## src/rtl/hwswap_pkg.sv

```systemverilog
package hwswap_pkg;
    typedef enum logic [1:0] {
        ST_IDLE  = 2'd0,
        ST_BURST = 2'd1,
        ST_XFER  = 2'd2,
        ST_DONE  = 2'd3
    } hs_state_e;
endpackage

```

## src/rtl/hwswap_addr.sv

```systemverilog
module hwswap_addr #(
    parameter int AW = 32,
    parameter int LW = 16
) (
    input  logic [AW-1:0] off_addr,
    input  logic [AW-1:0] base_addr,
    input  logic [LW-1:0] raw_len,
    input  logic          bypass,
    output logic [AW-1:0] phys_addr,
    output logic [LW-1:0] eff_len
);
    logic [AW-1:0] joined;

    always_comb begin
        joined    = off_addr | base_addr;
        phys_addr = joined;
        eff_len   = raw_len;
        if (!bypass) begin
            phys_addr[0] = 1'b0;
            eff_len[0]   = 1'b0;
        end
    end
endmodule

```

## src/rtl/hwswap_lane.sv

```systemverilog
module hwswap_lane #(
    parameter int NBYTES = 2
) (
    input  logic [8*NBYTES-1:0] din,
    input  logic                bypass,
    output logic [8*NBYTES-1:0] dout
);
    for (genvar i = 0; i < NBYTES; i++) begin : g_byte
        assign dout[8*i +: 8] = bypass ? din[8*i +: 8] : din[8*(NBYTES-1-i) +: 8];
    end
endmodule

```

## src/rtl/hwswap_ctrl.sv

```systemverilog
module hwswap_ctrl
    import hwswap_pkg::*;
#(
    parameter int AW          = 32,
    parameter int LW          = 16,
    parameter int CHUNK_BYTES = 64
) (
    input  logic          clk,
    input  logic          rst_n,
    input  logic          req_valid,
    output logic          req_ready,
    input  logic          req_write,
    input  logic          req_bypass,
    input  logic [AW-1:0] req_addr,
    input  logic [LW-1:0] req_len,
    input  logic          src_valid,
    input  logic          sink_ready,
    input  logic          mem_ready,
    output logic          mem_burst,
    output logic          mem_valid,
    output logic [AW-1:0] mem_addr,
    output logic [1:0]    mem_be,
    output logic          xfer,
    output logic          wr_mode,
    output logic          byp_mode,
    output logic          done
);
    localparam logic [LW-1:0] CHUNK = LW'(CHUNK_BYTES);
    localparam logic [LW-1:0] TWO   = LW'(2);

    typedef struct packed {
        hs_state_e     st;
        logic          wr;
        logic          byp;
        logic [AW-1:0] addr;
        logic [LW-1:0] rem;
        logic [LW-1:0] crem;
    } ctl_t;

    ctl_t          ctl_d, ctl_q;
    logic          fire;
    logic [LW-1:0] step;
    logic [LW-1:0] rem_after;

    function automatic logic [LW-1:0] chunk_of(input logic wr, input logic byp,
                                               input logic [LW-1:0] n);
        if (wr && !byp && n > CHUNK) return CHUNK;
        return n;
    endfunction

    always_comb begin
        ctl_d     = ctl_q;
        fire      = mem_valid && mem_ready;
        step      = (ctl_q.rem >= TWO) ? TWO : LW'(1);
        rem_after = ctl_q.rem - step;
        unique case (ctl_q.st)
            ST_IDLE: begin
                if (req_valid) begin
                    ctl_d.wr   = req_write;
                    ctl_d.byp  = req_bypass;
                    ctl_d.addr = req_addr;
                    ctl_d.rem  = req_len;
                    ctl_d.crem = chunk_of(req_write, req_bypass, req_len);
                    ctl_d.st   = (req_len == '0) ? ST_DONE : ST_BURST;
                end
            end
            ST_BURST: ctl_d.st = ST_XFER;
            ST_XFER: begin
                if (fire) begin
                    ctl_d.addr = ctl_q.addr + AW'(2);
                    ctl_d.rem  = rem_after;
                    ctl_d.crem = ctl_q.crem - step;
                    if (rem_after == '0) begin
                        ctl_d.st = ST_DONE;
                    end else if (ctl_q.crem == step) begin
                        ctl_d.st   = ST_BURST;
                        ctl_d.crem = chunk_of(ctl_q.wr, ctl_q.byp, rem_after);
                    end
                end
            end
            default: ctl_d.st = ST_IDLE;
        endcase
    end

    always_ff @(posedge clk or negedge rst_n) begin
        if (!rst_n) ctl_q <= '0;
        else        ctl_q <= ctl_d;
    end

    assign req_ready = (ctl_q.st == ST_IDLE);
    assign xfer      = (ctl_q.st == ST_XFER);
    assign mem_burst = (ctl_q.st == ST_BURST);
    assign mem_valid = xfer && (ctl_q.wr ? src_valid : sink_ready);
    assign mem_addr  = (mem_burst || xfer) ? ctl_q.addr : '0;
    assign mem_be    = (ctl_q.rem >= TWO) ? 2'b11 : 2'b01;
    assign wr_mode   = ctl_q.wr;
    assign byp_mode  = ctl_q.byp;
    assign done      = (ctl_q.st == ST_DONE);

    AST_BURST_SINGLE: assert property (@(posedge clk) disable iff (!rst_n)
        mem_burst |=> !mem_burst);
    AST_BURST_NO_BEAT: assert property (@(posedge clk) disable iff (!rst_n)
        mem_burst |-> !mem_valid);
    AST_DONE_PULSE: assert property (@(posedge clk) disable iff (!rst_n)
        done |=> (!done && req_ready));
    AST_IDLE_QUIET: assert property (@(posedge clk) disable iff (!rst_n)
        req_ready |-> (!mem_valid && !mem_burst && !done));
    AST_EVEN_BEAT: assert property (@(posedge clk) disable iff (!rst_n)
        (mem_valid && !byp_mode) |-> (mem_addr[0] == 1'b0 && mem_be == 2'b11));
    AST_XFER_HAS_BYTES: assert property (@(posedge clk) disable iff (!rst_n)
        xfer |-> (ctl_q.rem != '0));
endmodule

```

## src/rtl/hwswap_dma.sv

```systemverilog
module hwswap_dma #(
    parameter int AW          = 32,
    parameter int LW          = 16,
    parameter int CHUNK_BYTES = 64
) (
    input  logic          clk,
    input  logic          rst_n,
    input  logic [AW-1:0] base_addr,
    input  logic          req_valid,
    output logic          req_ready,
    input  logic          req_write,
    input  logic          req_bypass,
    input  logic [AW-1:0] req_addr,
    input  logic [LW-1:0] req_len,
    output logic          done,
    input  logic          src_valid,
    output logic          src_ready,
    input  logic [15:0]   src_data,
    output logic          sink_valid,
    input  logic          sink_ready,
    output logic [15:0]   sink_data,
    output logic          mem_burst,
    output logic          mem_valid,
    input  logic          mem_ready,
    output logic          mem_write,
    output logic [AW-1:0] mem_addr,
    output logic [1:0]    mem_be,
    output logic [15:0]   mem_wdata,
    input  logic [15:0]   mem_rdata
);
    logic [AW-1:0] phys_addr;
    logic [LW-1:0] eff_len;
    logic          xfer, wr_mode, byp_mode;

    hwswap_addr #(.AW(AW), .LW(LW)) u_addr (
        .off_addr (req_addr),
        .base_addr(base_addr),
        .raw_len  (req_len),
        .bypass   (req_bypass),
        .phys_addr(phys_addr),
        .eff_len  (eff_len)
    );

    hwswap_ctrl #(.AW(AW), .LW(LW), .CHUNK_BYTES(CHUNK_BYTES)) u_ctrl (
        .clk       (clk),
        .rst_n     (rst_n),
        .req_valid (req_valid),
        .req_ready (req_ready),
        .req_write (req_write),
        .req_bypass(req_bypass),
        .req_addr  (phys_addr),
        .req_len   (eff_len),
        .src_valid (src_valid),
        .sink_ready(sink_ready),
        .mem_ready (mem_ready),
        .mem_burst (mem_burst),
        .mem_valid (mem_valid),
        .mem_addr  (mem_addr),
        .mem_be    (mem_be),
        .xfer      (xfer),
        .wr_mode   (wr_mode),
        .byp_mode  (byp_mode),
        .done      (done)
    );

    hwswap_lane #(.NBYTES(2)) u_wr_lane (
        .din   (src_data),
        .bypass(byp_mode),
        .dout  (mem_wdata)
    );

    hwswap_lane #(.NBYTES(2)) u_rd_lane (
        .din   (mem_rdata),
        .bypass(byp_mode),
        .dout  (sink_data)
    );

    assign mem_write  = wr_mode;
    assign src_ready  = xfer && wr_mode && mem_ready;
    assign sink_valid = xfer && !wr_mode && mem_ready;

    AST_WR_SWAP: assert property (@(posedge clk) disable iff (!rst_n)
        (mem_valid && mem_write && !byp_mode) |->
        (mem_wdata == {src_data[7:0], src_data[15:8]}));
    AST_RD_SWAP: assert property (@(posedge clk) disable iff (!rst_n)
        (sink_valid && !byp_mode) |->
        (sink_data == {mem_rdata[7:0], mem_rdata[15:8]}));
    AST_BYPASS_PLAIN: assert property (@(posedge clk) disable iff (!rst_n)
        (mem_valid && mem_write && byp_mode) |-> (mem_wdata == src_data));
endmodule

```

## config.mk

```make
export PLATFORM = sky130hd
export DESIGN_NAME = hwswap_dma
export DESIGN_NICKNAME = d
export VERILOG_FILES = /design/src/rtl/hwswap_pkg.sv /design/src/rtl/hwswap_addr.sv /design/src/rtl/hwswap_lane.sv /design/src/rtl/hwswap_ctrl.sv /design/src/rtl/hwswap_dma.sv
export SDC_FILE = /design/constraint.sdc
export NUM_CORES = 1
export LEC_CHECK = 0
export BUFFER_PORTS_ARGS = -buffer_cell sky130_fd_sc_hd__buf_2
export CAP_MARGIN = 15
export CORE_MARGIN = 10
export CORE_UTILIZATION = 24
export DETAILED_ROUTE_END_ITERATION = 10
export GPL_TIMING_DRIVEN = 0
export PLACE_DENSITY = 0.57
export SLEW_MARGIN = 20
export SYNTH_ARGS = -nofsm -noshare
export SYNTH_HDL_FRONTEND = slang
export SYNTH_SLANG_ARGS = --single-unit
```

## constraint.sdc

```tcl
create_clock -name clk -period 4.5 [get_ports clk]
set_input_delay 0.675 -clock clk [delete_from_list [all_inputs] [get_ports clk]]
set_output_delay 0.675 -clock clk [all_outputs]
set_load 0.1 [all_outputs]
```

==> Word-level counts from Yosys, hierarchy flattened <==
Cells that the tools add are included.
{ "classes": {"add_sub_neg": 3, "eq_ne": 7, "n_reduce_logical": 21, "n_bitwise": 1, "n_lt_le_gt_ge": 3, "muxes": 32} }
{ "op_table": {"columns": ["operator", "n"], "rows": [
  ["64-bit one-hot mux with 2 select lines", 1],
  ["16-bit two-way mux", 6],
  ["68-bit two-way mux", 1],
  ["64-bit two-way mux", 1],
  ["32-bit by 2-bit adder with 32-bit output, second input constant", 1],
  ["16-bit by 7-bit > comparator with 1-bit output, second input constant", 2],
  ["16-bit zero test", 2],
  ["32-bit two-way mux", 1],
  ["8-bit two-way mux", 4],
  ["32-bit OR", 1],
  ["16-bit subtractor", 2],
  ["16-bit equality test", 1],
  ["16-bit by 2-bit greater-or-equal comparator with 1-bit output, second input constant", 1],
  ["2-bit two-way mux", 6],
  ["1-bit two-way mux", 11],
  ["1-bit logical AND", 10],
  ["2-bit one-hot mux with 3 select lines", 1],
  ["3-bit AND reduction", 2],
  ["2-bit equality test, second input constant", 2],
  ["2-bit != test, second input constant", 2],
  ["1-bit zero test", 3],
  ["3-bit != test, second input constant", 1],
  ["2-bit by 1-bit equality test with 1-bit output, second input constant", 1],
  ["2-bit zero test", 1],
  ["3 further kinds", 3]
]} }
{ "word_totals": {"output_inout_bits": 73, "wordCells": 73, "reg_bits": 68} }

==> Longest topological paths before layout <==
{ "logic_depth": {"ltp_word": 15, "ltp_mapped": 19} }

==> Modules after synthesis <==
A second synthesis with hierarchy kept.
{ "hier_totals": {"hier_cells": 738, "area_unflattened_um2": 6062.1} }
{ "by_module_without_submodules": {"columns": ["mod", "area_each_um2", "instances", "cells_per_inst"], "rows": [
  ["hwswap_ctrl", 5227.5, 1, 652],
  ["hwswap_lane", 249.0, 2, 18],
  ["hwswap_addr", 320.3, 1, 48],
  ["hwswap_dma", 16.3, 1, 2]
]} }

==> Least setup slack after synthesis <==
No wires, ideal clock.
{ "synth_timing": {"path_type": "register to register", "startpoint": "reg u_ctrl.ctl_q[25] (netlist name)", "endpoint": "reg u_ctrl.ctl_q[1] (netlist name)", "path_stages_with_launch": 19, "setup_time_ps": 86, "arrival_time_ps": 4602, "synth_period_minus_slack_ps": 4688, "slack_ps": -188, "n_path_buf": 4, "t_required_ps": 4414, "path_cell_list": "dfrtp_1 buf_6 or4_4 nor3_1 and3_1 ha_1 inv_1 fa_1 clkbuf_1 or4_4 nor3_1 xor2_1 nor3_1 and4_1 buf_6 nand2b_4 buf_6 or4_1 a32oi_1"} }
{ "synth_between": {"elab_chain_cells": 15, "elab_cells_between_ends": 18, "cone_classes": "add/sub (2); order compare (2); eq/ne (1); mux (11); reduce/logical (2)"} }
{ "synth_rtl": {"columns": ["element", "line_no", "rtl"], "rows": [
  ["start, declared", "hwswap_ctrl.sv:40", "ctl_t ctl_d, ctl_q;"],
  ["start signal, assigned", "hwswap_ctrl.sv:87", "else ctl_q <= ctl_d;"],
  ["16-bit by 2-bit greater-or-equal comparator with 1-bit output", "hwswap_ctrl.sv:54", "step = (ctl_q.rem >= TWO) ? TWO : LW'(1);"],
  ["2-bit two-way mux", "hwswap_ctrl.sv:54", null],
  ["16-bit subtractor", "hwswap_ctrl.sv:55", "rem_after = ctl_q.rem - step;"],
  ["16-bit by 7-bit > comparator with 1-bit output", "hwswap_ctrl.sv:47", "if (wr && !byp && n > CHUNK) return CHUNK;"],
  ["1-bit logical AND", "hwswap_ctrl.sv:47", null],
  ["1-bit two-way mux", "hwswap_ctrl.sv:47", null],
  ["1-bit two-way mux", "hwswap_ctrl.sv:75", "end else if (ctl_q.crem == step) begin"],
  ["1-bit two-way mux", "hwswap_ctrl.sv:73", "if (rem_after == '0) begin"],
  ["1-bit two-way mux", "hwswap_ctrl.sv:69", "if (fire) begin"],
  ["1-bit two-way mux", "hwswap_ctrl.sv:56", "unique case (ctl_q.st)"],
  ["16-bit two-way mux", "hwswap_ctrl.sv:48", "return n;"],
  ["16-bit two-way mux", "hwswap_ctrl.sv:75", null],
  ["16-bit two-way mux (*)", "hwswap_ctrl.sv:73", null],
  ["64-bit two-way mux (*)", "hwswap_ctrl.sv:69", null],
  ["64-bit one-hot mux with 2 select lines (*)", "hwswap_ctrl.sv:56", null]
]} }
Every way passes the cells marked *; elsewhere a longest branch is shown, timed or not. The select of a mux whose other input is x is not followed.
A chain may end at the register's enable or synchronous reset.

==> Worst setup path in the final report <==
{ "layout_timing": {"startpoint": "reg u_ctrl.ctl_q[24] (netlist name)", "endpoint": "reg u_ctrl.ctl_q[1] (netlist name)"} }
The elaborated chain is that of the path after synthesis.

==> run summary <==
Status: finished, final reports clean
Clock Latency Late Sink: 0.36 ns
Asr flop ratio synth: 100%
Worst path max stage delay: 0.59 ns
Slew margin rel.: 46.1%
# IOs: 193
Die X: 174 um
EDFF count, synth: 0
Hold buffers post-CTS: 0
H-Tree Depth: 3
WS Path Type: reg2reg
Fin util: 32.7%
Synthesized area: 0.00569 mm2
Area growth syn-to-layout: 34.4%
Crit path max-delay cell type: or4_4
Die ar.: 0.0303 mm2
Vias: 6841
Most common cell after layout, fill and taps aside: buf_2
First-pass GRT wire length: 40900 um
Die Height: 174 um
Max Freq: 228 MHz
Initial antenna violation count: 2
Final setup viols: 0
Fraction of layout cells with a size suffix above 1: 31.3%
Core area: 0.0234 mm2
Deepest clock path buffer count: 2
Clock slew seen by the registers of the worst setup and hold paths: 0.07 ns
Detailed Route WL: 26800 um
TritonCTS Buffers: 9
Synth Flop Type: dfrtp_1
Clk_skew: 0.0125 ns
Total track usage: 17.0%
Post-Synthesis Cells: 727
Grt met1 use: 20.6%
Placed wire-length estimate: 20400 um
Cells after DPL: 1238
Layout Nets: 1084
Worst Path Buf+Inv: 3
Layer with the highest usage: met2
Worst EP required: 4.76 ns
Crit share post-route: 97.4%
CP Launch Type: flop
Avg WL per Cell: 21.0 um
Final RePlAce weighted congestion: 0.925
Syn_area_per_cell: 7.83 um2
Crit-path cells: or4_4 > nor3_4 > and3_4 > ha_4 > inv_2 > fa_2 > or4_4 > nor2_2 > xor2_2 > buf_4 > o32ai_2 > a41oi_4 > buf_4 > or4_1 > a32oi_1
Worst slew pin tran: 0.809 ns
Final hold vios: 0
Crit path from: u_ctrl.ctl_q[24]
Commonest cells after routing, fill and taps aside: buf_2, o21ai_0, dfrtp_1, nand2_1
Sequential element share of the synthesized area: 29.9%
Critical Path Sink Type: flop
Clk root buf: clkbuf_16
Clock sink count: 68
Filler cells: 2575
Synth cell types: 71
Row count: 56
CTS tree: yes
Max_cap viols: 0
DP Area: 0.00709 mm2
1st-pass router iterations: 5
Vias in the first global route: 7062
First DRT Iteration DRCs: 560
Fin cells: 1277
Ys Warns: 0
Fin crit period: 4.38 ns
Hold Crit Class: in2async
Max-slew violations: 0
Post-route DRC violation count: 0
Post-route design area: 0.00765 mm2
CP max FO: 6
Antenna-violating nets left: 0
Largest net degree at the start of global routing: 44
GR met3 Demand/Resource: 4.10%
Vias/cell: 5.36
Delay-heaviest family, CP: simple AND/OR/NAND/NOR gates
Grt ovf: 0
R2r startpoint: u_ctrl.ctl_q[24]
Met2 usage: 28.3%
Critical path arrival: 4.64 ns
Hold Slack: 0.245 ns
Starting Density: 24.3%
Synthesized Nets: 859
Flops & latches, synth: 68
Port Buffers: 191
## cell usage after synthesis (3+ instances only)
master / count / area [um2]
a211oi_1: 4 / 30.0
a21o_1: 3 / 22.5
a21oi_1: 59 / 295
a221oi_1: 8 / 70.1
a22o_1: 9 / 78.8
a31oi_1: 9 / 56.3
a32oi_1: 3 / 26.3
and2_1: 33 / 206
and3_1: 13 / 81.3
and4_1: 6 / 52.6
buf_1: 6 / 22.5
buf_6: 4 / 45.0
clkbuf_1: 38 / 143
dfrtp_1: 68 / 1700
ha_1: 10 / 125
inv_1: 22 / 82.6
mux2_2: 35 / 394
mux2i_1: 3 / 30.0
nand2_1: 66 / 248
nand2b_1: 5 / 31.3
nand3_1: 22 / 110
nand4_1: 5 / 31.3
nor2_1: 60 / 225
nor2b_1: 6 / 37.5
nor3_1: 29 / 145
nor4_1: 10 / 62.6
o211ai_1: 3 / 22.5
o21ai_0: 67 / 335
o21ai_1: 4 / 20.0
o22a_1: 3 / 26.3
o22ai_1: 13 / 81.3
o31a_1: 7 / 61.3
o31ai_1: 14 / 105
o41ai_1: 4 / 35.0
or2_2: 4 / 25.0
or3_1: 7 / 43.8
xnor2_1: 8 / 70.1
xor2_1: 10 / 87.6
## sequential cells by signal (all words and copies together), names as in the netlist
signal           count
u_ctrl.byp_mode      1
u_ctrl.ctl_q        66
u_ctrl.wr_mode       1
## final cells by class
class                   count  area, um2  share of cell area [%]
multi-input cells         585       3770                    49.3
flip-flops and latches     68       1700                    22.3
repair buffers            217       1170                    15.3
well taps                 319        399                    5.22
clock buffers               9        225                    2.95
plain buffers              48        211                    2.77
inverters                  23       86.3                    1.13
clock inverters             7       75.1                   0.982
diodes                      1       2.50                  0.0327
## per-stage QoR
stage / setup TNS (ns) / setup WS (ns)
detailed placement: -7.79 / -0.628
floorplan: 0 / 0.000986
global placement: -6.87 / -0.580
global route: -0.0629 / -0.0622
finish: 0 / 0.116
CTS: 0 / 0.00907
## worst paths after layout
kind	end	slack, ns	cells after the start
setup / recovery	u_ctrl.ctl_q[1]	0.12	15
min in group clk	u_ctrl.ctl_q[32]	0.53	2
hold reg to reg	u_ctrl.ctl_q[32]	0.53	2
setup reg to reg	u_ctrl.ctl_q[1]	0.12	15
hold / removal	u_ctrl.ctl_q[58]	0.25	1
max in group asynchronous	u_ctrl.ctl_q[24]	3.68	2
## per-layer routing
metal  share of wire, %  wire length, um
met1                 40            10800
met2                 47            12600
met3                9.9             2660
met4                2.9              771
met5                  0                0
## repair_timing
item                                    in CTS  in global routing
pin swaps                                    9                 11
buffers inserted                            11                 14
endpoints found under the setup margin      18                 10
cloned                                       0                  0
resized for setup                           12                  7
## cell families after synthesis
logic type                 share of synthesized area, %
AOI/OAI and AO/OA                                  25.7
DFF                                                29.9
xor gates and xnor gates                           2.77
and+or+nand+nor                                    25.5
adders and majority gates                          2.90
buffers and inverters                              5.52
muxes                                              7.65
other                                            0.0659
Power is not shown: default switching activity piles up to over one toggle a cycle in this logic, so the estimate is an artifact.
